[src/rtl/ipc_irq_pkg.sv]
package ipc_irq_pkg;

   // write register select codes
   localparam logic [2:0] SEL_COP_CTRL  = 3'd0;
   localparam logic [2:0] SEL_HOST_EN   = 3'd1;
   localparam logic [2:0] SEL_HOST_CLR  = 3'd2;
   localparam logic [2:0] SEL_HOST_CTRL = 3'd3;
   localparam logic [2:0] SEL_COP_EN    = 3'd4;
   localparam logic [2:0] SEL_COP_CLR   = 3'd5;

   // host-side bit positions (control, enable, clear and status share them)
   localparam int HB_IRQ   = 7;
   localparam int HB_IVSW  = 6;
   localparam int HB_CHDMA = 5;
   localparam int HB_NVSW  = 4;

   // coprocessor-side bit positions
   localparam int CB_IRQ   = 7;
   localparam int CB_TIMER = 6;
   localparam int CB_DMA   = 5;
   localparam int CB_NMI   = 4;

   // flag bank indices
   localparam int HOST_NFLAG = 2;   // [1]=irq, [0]=chdma
   localparam int COP_NFLAG  = 4;   // [3]=irq, [2]=timer, [1]=dma, [0]=nmi

   localparam int MSG_MAX = 4;

endpackage

[src/rtl/ipc_flag_bank.sv]
module ipc_flag_bank #(
   parameter int N        = 2,
   parameter bit SET_WINS = 1'b1
) (
   input  logic         clk,
   input  logic         rst,
   input  logic [N-1:0] set_vec,
   input  logic [N-1:0] clr_vec,
   input  logic         en_we,
   input  logic [N-1:0] en_wdata,
   output logic [N-1:0] flag,
   output logic [N-1:0] en
);

   logic [N-1:0] flag_nxt;

   if (N < 1) begin : g_bad_n
      $error("ipc_flag_bank: N must be at least 1");
   end

   generate
      if (SET_WINS) begin : g_set_wins
         assign flag_nxt = set_vec | (flag & ~clr_vec);
      end else begin : g_clr_wins
         assign flag_nxt = (set_vec | flag) & ~clr_vec;
      end
   endgenerate

   always_ff @(posedge clk) begin
      if (rst) begin
         flag <= '0;
         en   <= '0;
      end else begin
         flag <= flag_nxt;
         if (en_we) en <= en_wdata;
      end
   end

   for (genvar i = 0; i < N; i++) begin : g_chk
      // a raise lands on the next edge (unless a clear-priority variant overrides)
      p_raise_lands_r6: assert property (@(posedge clk) disable iff (rst)
         set_vec[i] && (SET_WINS || !clr_vec[i]) |=> flag[i]);
      // a clear without a coinciding raise empties the flag
      p_clear_lands_r7: assert property (@(posedge clk) disable iff (rst)
         clr_vec[i] && !set_vec[i] |=> !flag[i]);
      // without raise or clear the flag holds
      p_flag_holds_r7: assert property (@(posedge clk) disable iff (rst)
         !clr_vec[i] && !set_vec[i] |=> $stable(flag[i]));
      // enables change only on an enable write
      p_en_holds_r12: assert property (@(posedge clk) disable iff (rst)
         !en_we |=> $stable(en[i]));
   end

endmodule

[src/rtl/ipc_host_line.sv]
module ipc_host_line #(
   parameter int N = 2
) (
   input  logic         clk,
   input  logic         rst,
   input  logic [N-1:0] set_vec,
   input  logic [N-1:0] flag,
   input  logic [N-1:0] en,
   input  logic         en_we,
   input  logic [N-1:0] en_wdata,
   input  logic         clr_we,
   input  logic [N-1:0] clr_vec,
   output logic         line
);

   logic [N-1:0] en_rise;
   logic [N-1:0] remain;
   logic         raise;
   logic         drop;

   always_comb begin
      en_rise = en_we ? (en_wdata & ~en) : '0;
      raise   = (|(set_vec & en)) | (|(en_rise & (flag | set_vec)));
      remain  = (flag & ~clr_vec) | set_vec;
      drop    = clr_we & ~(|remain);
   end

   always_ff @(posedge clk) begin
      if (rst)        line <= 1'b0;
      else if (raise) line <= 1'b1;
      else if (drop)  line <= 1'b0;
   end

   // an enabled raise sets the line
   p_enabled_raise_r8: assert property (@(posedge clk) disable iff (rst)
      |(set_vec & en) |=> line);
   // switching an enable on over a pending flag sets the line
   p_rearm_r9: assert property (@(posedge clk) disable iff (rst)
      en_we && |(en_wdata & ~en & flag) |=> line);
   // without a clear write the line never falls
   p_hold_r10: assert property (@(posedge clk) disable iff (rst)
      line && !clr_we |=> line);

endmodule

[src/rtl/ipc_irq_ctrl.sv]
module ipc_irq_ctrl
   import ipc_irq_pkg::*;
#(
   parameter int DATA_W   = 8,
   parameter int ADDR_W   = 3,
   parameter int MSG_W    = 4,
   parameter bit SET_WINS = 1'b1
) (
   input  logic              clk,
   input  logic              rst,
   input  logic              wr_en,
   input  logic [ADDR_W-1:0] wr_addr,
   input  logic [DATA_W-1:0] wr_data,
   input  logic              chdma_done,
   input  logic              timer_evt,
   input  logic              dma_evt,
   output logic [DATA_W-1:0] host_status,
   output logic [DATA_W-1:0] cop_status,
   output logic              host_irq,
   output logic              cop_irq,
   output logic              cop_nmi
);

   localparam int HN = HOST_NFLAG;
   localparam int CN = COP_NFLAG;

   if (DATA_W < 8) begin : g_bad_data
      $error("ipc_irq_ctrl: DATA_W must be at least 8");
   end
   if (ADDR_W < 3) begin : g_bad_addr
      $error("ipc_irq_ctrl: ADDR_W must be at least 3");
   end
   if (MSG_W < 1 || MSG_W > MSG_MAX) begin : g_bad_msg
      $error("ipc_irq_ctrl: MSG_W out of range");
   end

   // ---------------- write decode ----------------
   logic we_cop_ctrl, we_host_en, we_host_clr, we_host_ctrl, we_cop_en, we_cop_clr;

   always_comb begin
      we_cop_ctrl  = wr_en && (wr_addr == ADDR_W'(SEL_COP_CTRL));
      we_host_en   = wr_en && (wr_addr == ADDR_W'(SEL_HOST_EN));
      we_host_clr  = wr_en && (wr_addr == ADDR_W'(SEL_HOST_CLR));
      we_host_ctrl = wr_en && (wr_addr == ADDR_W'(SEL_HOST_CTRL));
      we_cop_en    = wr_en && (wr_addr == ADDR_W'(SEL_COP_EN));
      we_cop_clr   = wr_en && (wr_addr == ADDR_W'(SEL_COP_CLR));
   end

   // ---------------- host side ----------------
   logic [HN-1:0] h_set, h_clr, h_en_wd, h_flag, h_en;

   always_comb begin
      h_set   = {we_host_ctrl & wr_data[HB_IRQ], chdma_done};
      h_clr   = we_host_clr ? {wr_data[HB_IRQ], wr_data[HB_CHDMA]} : '0;
      h_en_wd = {wr_data[HB_IRQ], wr_data[HB_CHDMA]};
   end

   ipc_flag_bank #(.N(HN), .SET_WINS(SET_WINS)) u_host_bank (
      .clk      (clk),
      .rst      (rst),
      .set_vec  (h_set),
      .clr_vec  (h_clr),
      .en_we    (we_host_en),
      .en_wdata (h_en_wd),
      .flag     (h_flag),
      .en       (h_en)
   );

   ipc_host_line #(.N(HN)) u_host_line (
      .clk      (clk),
      .rst      (rst),
      .set_vec  (h_set),
      .flag     (h_flag),
      .en       (h_en),
      .en_we    (we_host_en),
      .en_wdata (h_en_wd),
      .clr_we   (we_host_clr),
      .clr_vec  (h_clr),
      .line     (host_irq)
   );

   logic             h_ivsw, h_nvsw;
   logic [MSG_W-1:0] h_msg;

   always_ff @(posedge clk) begin
      if (rst) begin
         h_ivsw <= 1'b0;
         h_nvsw <= 1'b0;
         h_msg  <= '0;
      end else if (we_host_ctrl) begin
         h_ivsw <= wr_data[HB_IVSW];
         h_nvsw <= wr_data[HB_NVSW];
         h_msg  <= wr_data[MSG_W-1:0];
      end
   end

   // ---------------- coprocessor side ----------------
   logic [CN-1:0] c_set, c_clr, c_en_wd, c_flag, c_en;

   always_comb begin
      c_set   = {we_cop_ctrl & wr_data[CB_IRQ], timer_evt, dma_evt,
                 we_cop_ctrl & wr_data[CB_NMI]};
      c_clr   = we_cop_clr ? {wr_data[CB_IRQ], wr_data[CB_TIMER],
                              wr_data[CB_DMA], wr_data[CB_NMI]} : '0;
      c_en_wd = {wr_data[CB_IRQ], wr_data[CB_TIMER], wr_data[CB_DMA], wr_data[CB_NMI]};
   end

   ipc_flag_bank #(.N(CN), .SET_WINS(SET_WINS)) u_cop_bank (
      .clk      (clk),
      .rst      (rst),
      .set_vec  (c_set),
      .clr_vec  (c_clr),
      .en_we    (we_cop_en),
      .en_wdata (c_en_wd),
      .flag     (c_flag),
      .en       (c_en)
   );

   logic [MSG_W-1:0] c_msg;

   always_ff @(posedge clk) begin
      if (rst)              c_msg <= '0;
      else if (we_cop_ctrl) c_msg <= wr_data[MSG_W-1:0];
   end

   always_comb begin
      cop_irq = |(c_flag[CN-1:1] & c_en[CN-1:1]);
      cop_nmi = c_flag[0] & c_en[0];
   end

   // ---------------- status bytes ----------------
   always_comb begin
      host_status           = '0;
      host_status[HB_IRQ]   = h_flag[1];
      host_status[HB_IVSW]  = h_ivsw;
      host_status[HB_CHDMA] = h_flag[0];
      host_status[HB_NVSW]  = h_nvsw;
      host_status[MSG_W-1:0] = h_msg;

      cop_status            = '0;
      cop_status[CB_IRQ]    = c_flag[3];
      cop_status[CB_TIMER]  = c_flag[2];
      cop_status[CB_DMA]    = c_flag[1];
      cop_status[CB_NMI]    = c_flag[0];
      cop_status[MSG_W-1:0] = c_msg;
   end

   // the host line only falls once both host flags read clear
   p_fall_clean_r10: assert property (@(posedge clk) disable iff (rst)
      $fell(host_irq) |-> !host_status[HB_IRQ] && !host_status[HB_CHDMA]);
   // an NMI request always has its flag visible
   p_nmi_flag_r11: assert property (@(posedge clk) disable iff (rst)
      cop_nmi |-> cop_status[CB_NMI]);
   // an IRQ request always has some IRQ-class flag visible
   p_irq_flag_r11: assert property (@(posedge clk) disable iff (rst)
      cop_irq |-> (cop_status[CB_IRQ] || cop_status[CB_TIMER] || cop_status[CB_DMA]));
   // a control write carrying the NMI bit shows the flag next cycle
   p_ctrl_nmi_r2: assert property (@(posedge clk) disable iff (rst)
      we_cop_ctrl && wr_data[CB_NMI] |=> cop_status[CB_NMI]);

endmodule

[config.mk]
export PLATFORM = sky130hd
export DESIGN_NAME = ipc_irq_ctrl
export DESIGN_NICKNAME = d
export VERILOG_FILES = /design/src/rtl/ipc_irq_pkg.sv /design/src/rtl/ipc_flag_bank.sv /design/src/rtl/ipc_host_line.sv /design/src/rtl/ipc_irq_ctrl.sv
export SDC_FILE = /design/constraint.sdc
export NUM_CORES = 1
export LEC_CHECK = 0
export BUFFER_PORTS_ARGS = -buffer_cell sky130_fd_sc_hd__buf_2
export CAP_MARGIN = 20
export CORE_UTILIZATION = 45
export CTS_CLUSTER_DIAMETER = 50
export DETAILED_ROUTE_END_ITERATION = 7
export GPL_TIMING_DRIVEN = 0
export PLACE_DENSITY = 0.75
export SYNTH_ARGS = -nofsm -noshare
export SYNTH_HDL_FRONTEND = slang
export SYNTH_SLANG_ARGS = --single-unit
[constraint.sdc]
create_clock -name clk -period 2.23 [get_ports clk]
set_input_delay 0.223 -clock clk [delete_from_list [all_inputs] [get_ports clk]]
set_output_delay 0.223 -clock clk [all_outputs]
set_load 0.005 [all_outputs]
==> qor.txt, run 1 <==
CTS tree -> done
Min-delay src -> timer_evt
Die X -> 49.43 um
Clock sink total -> 23
Ys Warns -> 0
Final setup violation count -> 0
WHS Endpoint -> u_cop_bank.flag[2]$_SDFF_PP0_
Most frequent cells in the layout -> 33 x buf_2, 23 x dfxtp_1, 17 x mux2i_1, 17 x nor2_1, 9 x inv_1
Delay of the slowest critical-path stage -> 0.34 ns
Clk Latency, worst-skew pair -> 0.30 ns
Fin Setup TNS -> 0 ns
Die height -> 49.43 um
NumNets Final -> 160
Placed Cells -> 165
DR pass1 iterations -> 4
Worst Hold Class -> in -> reg
DR iter-0 viols -> 9
Top cell type's share of synthesized area -> 45.49%
Reg-to-reg critical path endpoint -> u_host_line.line$_SDFFE_PP0P_
GR Util All Layers -> 19.41%
Fraction of layout cells with a size suffix above 1 -> 30.99%
WP buf/inv -> 2
CP cell instances -> a222oi_1 -> inv_1 -> buf_2
Core area -> 2042 sq um
Antenna diodes -> 0
Crit-path max FO -> 3
Finished Layout Cells -> 169
Io pins -> 36
Post_cts resized -> 0
Worst-path clk slew -> 0.13 ns
Post-synthesis cell count -> 106
CTS buffer count -> 3
Routability cong. -> 0.7795
P_leak -> 0.5989 nW
Worst hold slack -> 0.1288 ns
Largest delay share family, worst path -> flip-flops
First-pass GRT wire length -> 3.581 mm
Worst-case vdd ir drop -> 0.3808 mV
Number of synthesized register bits -> 23
Most common cell after layout, fill and taps aside -> buf_2
Slowest cell on crit path -> dfxtp_1
Fin util -> 60.42%
Finished Cell Area -> 1234 sq um
Synthesized area per cell -> 9.549 sq um
Pwr Total -> 0.7054 mW
Critical path type -> reg -> out
Total gr overflow -> 0
Sequential share of the synthesized area -> 45.49%
CP Capture Type -> primary output
Htree depth -> 1
Period utilization -> 63.67%
Status -> finished clean
Worst setup slack after layout -> 0.8102 ns
RSZ-0062 raised after global routing -> false
Arrival time worst endpoint -> 1.20 ns
Max Clock Skew -> 0.0003895 ns
Slew Limit Fails -> 0
Area delta synth->final -> 21.88%
Initial core utilization -> 49.57%
Worst-Margin Slew -> 0.5654 ns
Hold Vio Cnt, Final -> 0
Pwr dens -> 571.8 nW/um^2
Num rows -> 16
Hold Path Depth -> 3
Postcts setup bufs -> 0
Area occupied by multi-input gates -> 470.5 sq um
DRT antenna net count -> 0
Synthesized cell area -> 1012 sq um
Largest area contributor in the netlist -> dfxtp_1
Place WS -> 0.7994 ns
Vias per cell -> 5.107
Top cells by area, synth -> dfxtp_1 45%, mux2i_1 17%, nor2_1 6.3%
Critical Path Source Type -> flop
FF-to-FF setup slack -> 1.02 ns
WP data required -> 2.01 ns
Largest net degree at the start of global routing -> 14
Dpl hpwl -> 1.583 mm
Root buffer cell -> clkbuf_4
Reg2Reg Depth -> 3
Clk buf depth -> 2
DP Area -> 1206 sq um
Synth cell types -> 23
Slew headroom -> 62.15%
Detailed Route WL -> 2.173 mm
Vias in the first global route -> 793
FF+latch area -> 460.4 sq um
Vias post-DR -> 863
Die Area -> 2443 sq um
Cts hold-fix bufs -> 0
Maximum clock frequency -> 0.7043 GHz
Post-Syn Nets -> 123
Filler Cell Count -> 209
Initial antenna violation count -> 0
RR Startpoint -> u_host_bank.flag[1]$_SDFF_PP0_
Max Cap Violations -> 0
Tmin final -> 1.420 ns
DRC viols -> 0
Wirelength per Cell -> 12.86 um
Number of I/O port buffers -> 32
-- how the worst max path moves through the flow --
stage / startpoint / to / slack [ns] / cells past startpoint
floorplan: wr_addr[0] / u_host_line.line$_SDFFE_PP0P_ / 1.07 / 4
global placement: wr_addr[2] / c_msg[3]$_SDFFE_PP0N_ / 0.88 / 4
detailed placement: wr_addr[2] / c_msg[1]$_SDFFE_PP0N_ / 0.80 / 4
CTS: u_cop_bank.flag[2]$_SDFF_PP0_ / cop_irq / 0.82 / 3
global route: u_cop_bank.flag[2]$_SDFF_PP0_ / cop_irq / 0.77 / 3
finish: u_cop_bank.flag[2]$_SDFF_PP0_ / cop_irq / 0.81 / 3
-- registers in the layout, summed over array words and instances (netlist names) --
name / flops
u_cop_bank.flag: 4
h_msg: 4
u_cop_bank.en: 4
u_host_bank.en: 2
c_msg: 4
h_ivsw: 1
h_nvsw: 1
u_host_bank.flag: 2
u_host_line.line: 1
-- area by class of cell --
| type | count | area share (%) |
|---|---|---|
| clock buffers | 3 | 1.826 |
| multi-input cells | 66 | 38.13 |
| repair buffers | 32 | 12.98 |
| plain buffers | 8 | 3.854 |
| well taps | 27 | 2.738 |
| flip-flops and latches | 23 | 37.32 |
| clock inverters | 1 | 0.4057 |
| inverters | 9 | 2.738 |
-- worst reg2reg max path: cells and delay by family, from the launching register on --
kind / cells / cell delay, ns
flip-flops: 1 / 0.38
AND/OR/NAND/NOR: 1 / 0.36
AO/OA/AOI/OAI: 2 / 0.34
-- synthesized netlist by cell type --
cell type,instances
a211o_1,1
a21oi_1,7
a222oi_1,1
and2_1,1
and4bb_2,2
buf_2,1
buf_4,2
buf_6,1
clkbuf_1,3
clkbuf_2,1
dfxtp_1,23
inv_1,9
mux2i_1,17
nand2_1,3
nand4b_1,4
nand4bb_1,1
nor2_1,17
nor2b_1,3
nor4b_4,1
o21ai_0,5
o311ai_0,1
o41ai_1,1
or3b_1,1
-- metal layers --
layer  global-route usage, %  vias to the layer above  part of all wire, %
li1                        -                      435                    -
met1                   24.47                      401                   43
met2                   32.42                       25                   50
met3                   4.984                        2                  5.4
met4                   5.714                        0                 0.60
met5                       0                        -                    0
-- cells by family after synthesis --
family          Yosys count  synth area share, %
buf+inv                  17                8.033
compound gates           16                9.518
flops                    23                45.49
mux                      17                16.81
simple gates             33                20.15
-- report_power, final --
group | internal, mW | switching, mW | leakage (nW) | total [mW]
registers | 0.423 | 0.00699 | 0.187 | 0.430
clock network | 0.0669 | 0.127 | 0.0177 | 0.194
logic | 0.0384 | 0.0434 | 0.394 | 0.0817
No activity file was read; power rests on OpenSTA's default activity.
==> run 2: changes to the inputs <==
Settings changed: ABC_AREA set to 1.
Clock period 2.23 ns to 1.42 ns, I/O delays scaled along.
==> qor.txt, run 2 <==
Status -> finished clean (unchanged)
Top cells by area, synth -> dfxtp_1 46%, nand2_1 14%, a21oi_1 8.0% (was dfxtp_1 45%, mux2i_1 17%, nor2_1 6.3%)
Crit-path max FO -> 3 (unchanged)
Number of I/O port buffers -> 35 (was 32)
Initial antenna violation count -> 0 (unchanged)
DR iter-0 viols -> 13 (was 9)
Post_cts resized -> 0 (unchanged)
DRC viols -> 0 (unchanged)
Hold Vio Cnt, Final -> 0 (unchanged)
Number of synthesized register bits -> 23 (unchanged)
Routability cong. -> 0.7427 (was 0.7795)
Clock sink total -> 23 (unchanged)
Total gr overflow -> 0 (unchanged)
Htree depth -> 1 (unchanged)
RR Startpoint -> u_host_bank.flag[0]$_SDFF_PP0_ (was u_host_bank.flag[1]$_SDFF_PP0_)
Clock power frac -> 27.4% (was 27.5%)
Switch share -> 26.29% (was 25.13%)
Die X -> 49.31 um (was 49.43 um)
Vias post-DR -> 958 (was 863)
Core area -> 2042 sq um (unchanged)
Wirelength per Cell -> 10.46 um (was 12.86 um)
Clk Latency, worst-skew pair -> 0.31 ns (was 0.30 ns)
Pwr dens -> 901.7 nW/um^2 (was 571.8 nW/um^2)
Top cells by count, synth -> 38 x nand2_1, 23 x dfxtp_1, 16 x a21oi_1, 16 x inv_1, 10 x nor2_1 (was 23 x dfxtp_1, 17 x mux2i_1, 17 x nor2_1)
Min-delay src -> rst (was timer_evt)
Largest net degree at the start of global routing -> 14 (unchanged)
Ys Warns -> 0 (unchanged)
Max Clock Skew -> 0.006442 ns (was 0.0003895 ns)
GR Util All Layers -> 18.86% (was 19.41%)
CP Capture Type -> primary output (unchanged)
Sequential share of the synthesized area -> 45.71% (was 45.49%)
First-pass GRT wire length -> 3.470 mm (was 3.581 mm)
CTS buffer count -> 3 (unchanged)
Worst setup slack after layout -> 0.3673 ns (was 0.8102 ns)
Dpl hpwl -> 1.610 mm (was 1.583 mm)
Most numerous cell in the Yosys netlist -> nand2_1 (was dfxtp_1)
Switch Pwr -> 0.2948 mW (was 0.1773 mW)
Synth Flop Type -> dfxtp_1 (unchanged)
WP data required -> 1.28 ns (was 2.01 ns)
Worst Hold Class -> in -> reg (unchanged)
DP Area -> 1216 sq um (was 1206 sq um)
Cts hold-fix bufs -> 0 (unchanged)
Synthesized area per cell -> 7.406 sq um (was 9.549 sq um)
Synthesized cell area -> 1007 sq um (was 1012 sq um)
Number of synthesized flops with an enable pin -> 0 (unchanged)
GR Layer Usage met2 -> 34.02% (was 32.42%)
Most common cell after layout, fill and taps aside -> nand2_1 (was buf_2)
Vias per cell -> 4.743 (was 5.107)
Slew Limit Fails -> 0 (unchanged)
Num rows -> 16 (unchanged)
Worst-path clk slew -> 0.13 ns (about the same)
CTS tree -> done (unchanged)
Detailed Route WL -> 2.113 mm (was 2.173 mm)
Fin util -> 60.91% (was 60.42%)
Worst-Margin Slew -> 0.4999 ns (was 0.5654 ns)
Max Cap Violations -> 0 (unchanged)
Post-synthesis cell count -> 136 (was 106)
Slew headroom -> 66.67% (was 62.15%)
Postcts setup bufs -> 0 (unchanged)
Area delta synth->final -> 23.48% (was 21.88%)
GR Layer Usage met1 -> 21.26% (was 24.47%)
Antenna diodes -> 0 (unchanged)
GR Layer Usage met3 -> 3.115% (was 4.984%)
Reg power frac -> 60.4% (was 60.9%)
Place WS -> 0.2875 ns (was 0.7994 ns)
Critical path type -> reg -> out (unchanged)
Initial core utilization -> 49.33% (was 49.57%)
Die height -> 49.31 um (was 49.43 um)
Comb pwr share -> 12.2% (was 11.6%)
Vias in the first global route -> 848 (was 793)
DRT antenna net count -> 0 (unchanged)
Die Area -> 2431 sq um (was 2443 sq um)
FFs w/ async S/R, synth -> 0% (unchanged)
Arrival time worst endpoint -> 0.91 ns (was 1.20 ns)
DR pass1 iterations -> 4 (unchanged)
Critical Path Source Type -> flop (unchanged)
Synth cell types -> 20 (was 23)
RSZ-0062 raised after global routing -> false (unchanged)
Placed Cells -> 198 (was 165)
Root buffer cell -> clkbuf_4 (unchanged)
Top cell type's share of synthesized area -> 45.71% (was 45.49%)
Tmin final -> 1.053 ns
Period utilization -> 74.14%
Maximum clock frequency -> 0.9499 GHz
Final setup violation count -> 0 (unchanged)
P_leak -> 0.6240 nW (was 0.5989 nW)
Largest area contributor in the netlist -> dfxtp_1 (unchanged)
Worst-case vdd ir drop -> 0.6060 mV (was 0.3808 mV)
Finished Cell Area -> 1244 sq um (was 1234 sq um)
Finished Layout Cells -> 202 (was 169)
Worst Setup SP -> u_cop_bank.flag[3]$_SDFF_PP0_ (was u_cop_bank.flag[2]$_SDFF_PP0_)
Fraction of layout cells with a size suffix above 1 -> 30.86% (was 30.99%)
Clk buf depth -> 2 (unchanged)
Fin Setup TNS -> 0 ns (unchanged)
NumNets Final -> 193 (was 160)
GR peak layer -> met2 (unchanged)
Post-Syn Nets -> 153 (was 123)
Internal -> 0.8266 mW (was 0.5282 mW)
Most frequent cells in the layout -> 38 x nand2_1, 35 x buf_2, 23 x dfxtp_1 (was 33 x buf_2, 23 x dfxtp_1, 17 x mux2i_1, 17 x nor2_1, 9 x inv_1)
Io pins -> 36 (unchanged)
run 2: cell count changes after synthesis, moves of 3 or more:
| cell | before | now |
|---|---|---|
| a211oi_1 | 0 | 6 |
| a21oi_1 | 7 | 16 |
| inv_1 | 9 | 16 |
| inv_2 | 0 | 5 |
| mux2i_1 | 17 | 0 |
| nand2_1 | 3 | 38 |
| nand4b_1 | 4 | 0 |
| nor2_1 | 17 | 10 |
| nor2b_1 | 3 | 0 |
run 2: logic make-up (layout without fill, tap and decap cells):
| logic type | Yosys count | count (layout) | share of synthesized area, % |
|---|---|---|---|
| AND/OR/NAND/NOR | 58 | 58 | 27.21 |
| AO/OA/AOI/OAI | 30 | 30 | 17.02 |
| buffers and inverters | 25 | 64 | 10.06 |
| flip-flops | 23 | 23 | 45.71 |
run 2: power by group through the flow:
stage	clock (mW)	combinational, mW	sequential [mW]
detailed placement	0	0.137	0.692
global placement	0	0.134	0.691
floorplan	0	0.0730	0.692
global route	0.336	0.154	0.681
CTS	0.319	0.138	0.678
finish	0.307	0.137	0.678
run 2: layout make-up:
cell class	count	area [sq um]
Buffer	4	22.52
Clock buffer	3	22.52
Clock inverter	1	5.005
Fill cell	216	798.3
Inverter	21	78.83
Multi-Input combinational cell	88	445.4
Sequential cell	23	460.4
Tap cell	27	33.78
Timing Repair Buffer	35	175.2
run 2: worst paths after layout:
kind	endpoint	slack, ns	depth (start not counted)
setup / recovery	cop_irq	0.37	3
setup reg to reg	u_host_line.line$_SDFFE_PP0P_	0.50	6
hold reg to reg	c_msg[2]$_SDFFE_PP0N_	0.47	2
hold / removal	h_ivsw$_SDFFE_PP0N_	0.03	2
run 2: through the flow:
| step | power, mW | hold WS [ns] |
|---|---|---|
| global placement | 0.8245 | 0.3687 |
| detailed placement | 0.8291 | 0.3720 |
| global route | 1.170 | 0.01678 |
| finish | 1.121 | 0.02523 |
| CTS | 1.135 | 0.01801 |
| floorplan | 0.7652 | 0.2205 |
run 2: worst max-delay path, stage by stage (launching register included):
cell and delay [ns]:
dfxtp_1 0.38, nand2_1 0.06, nand3_1 0.06, buf_2 0.11
run 2: per-layer routing:
metal	share of wire, %	vias to the layer above
met3	3.4	2
met4	0.66	0
li1	-	508
met1	46	429
met5	0	-
met2	50	19
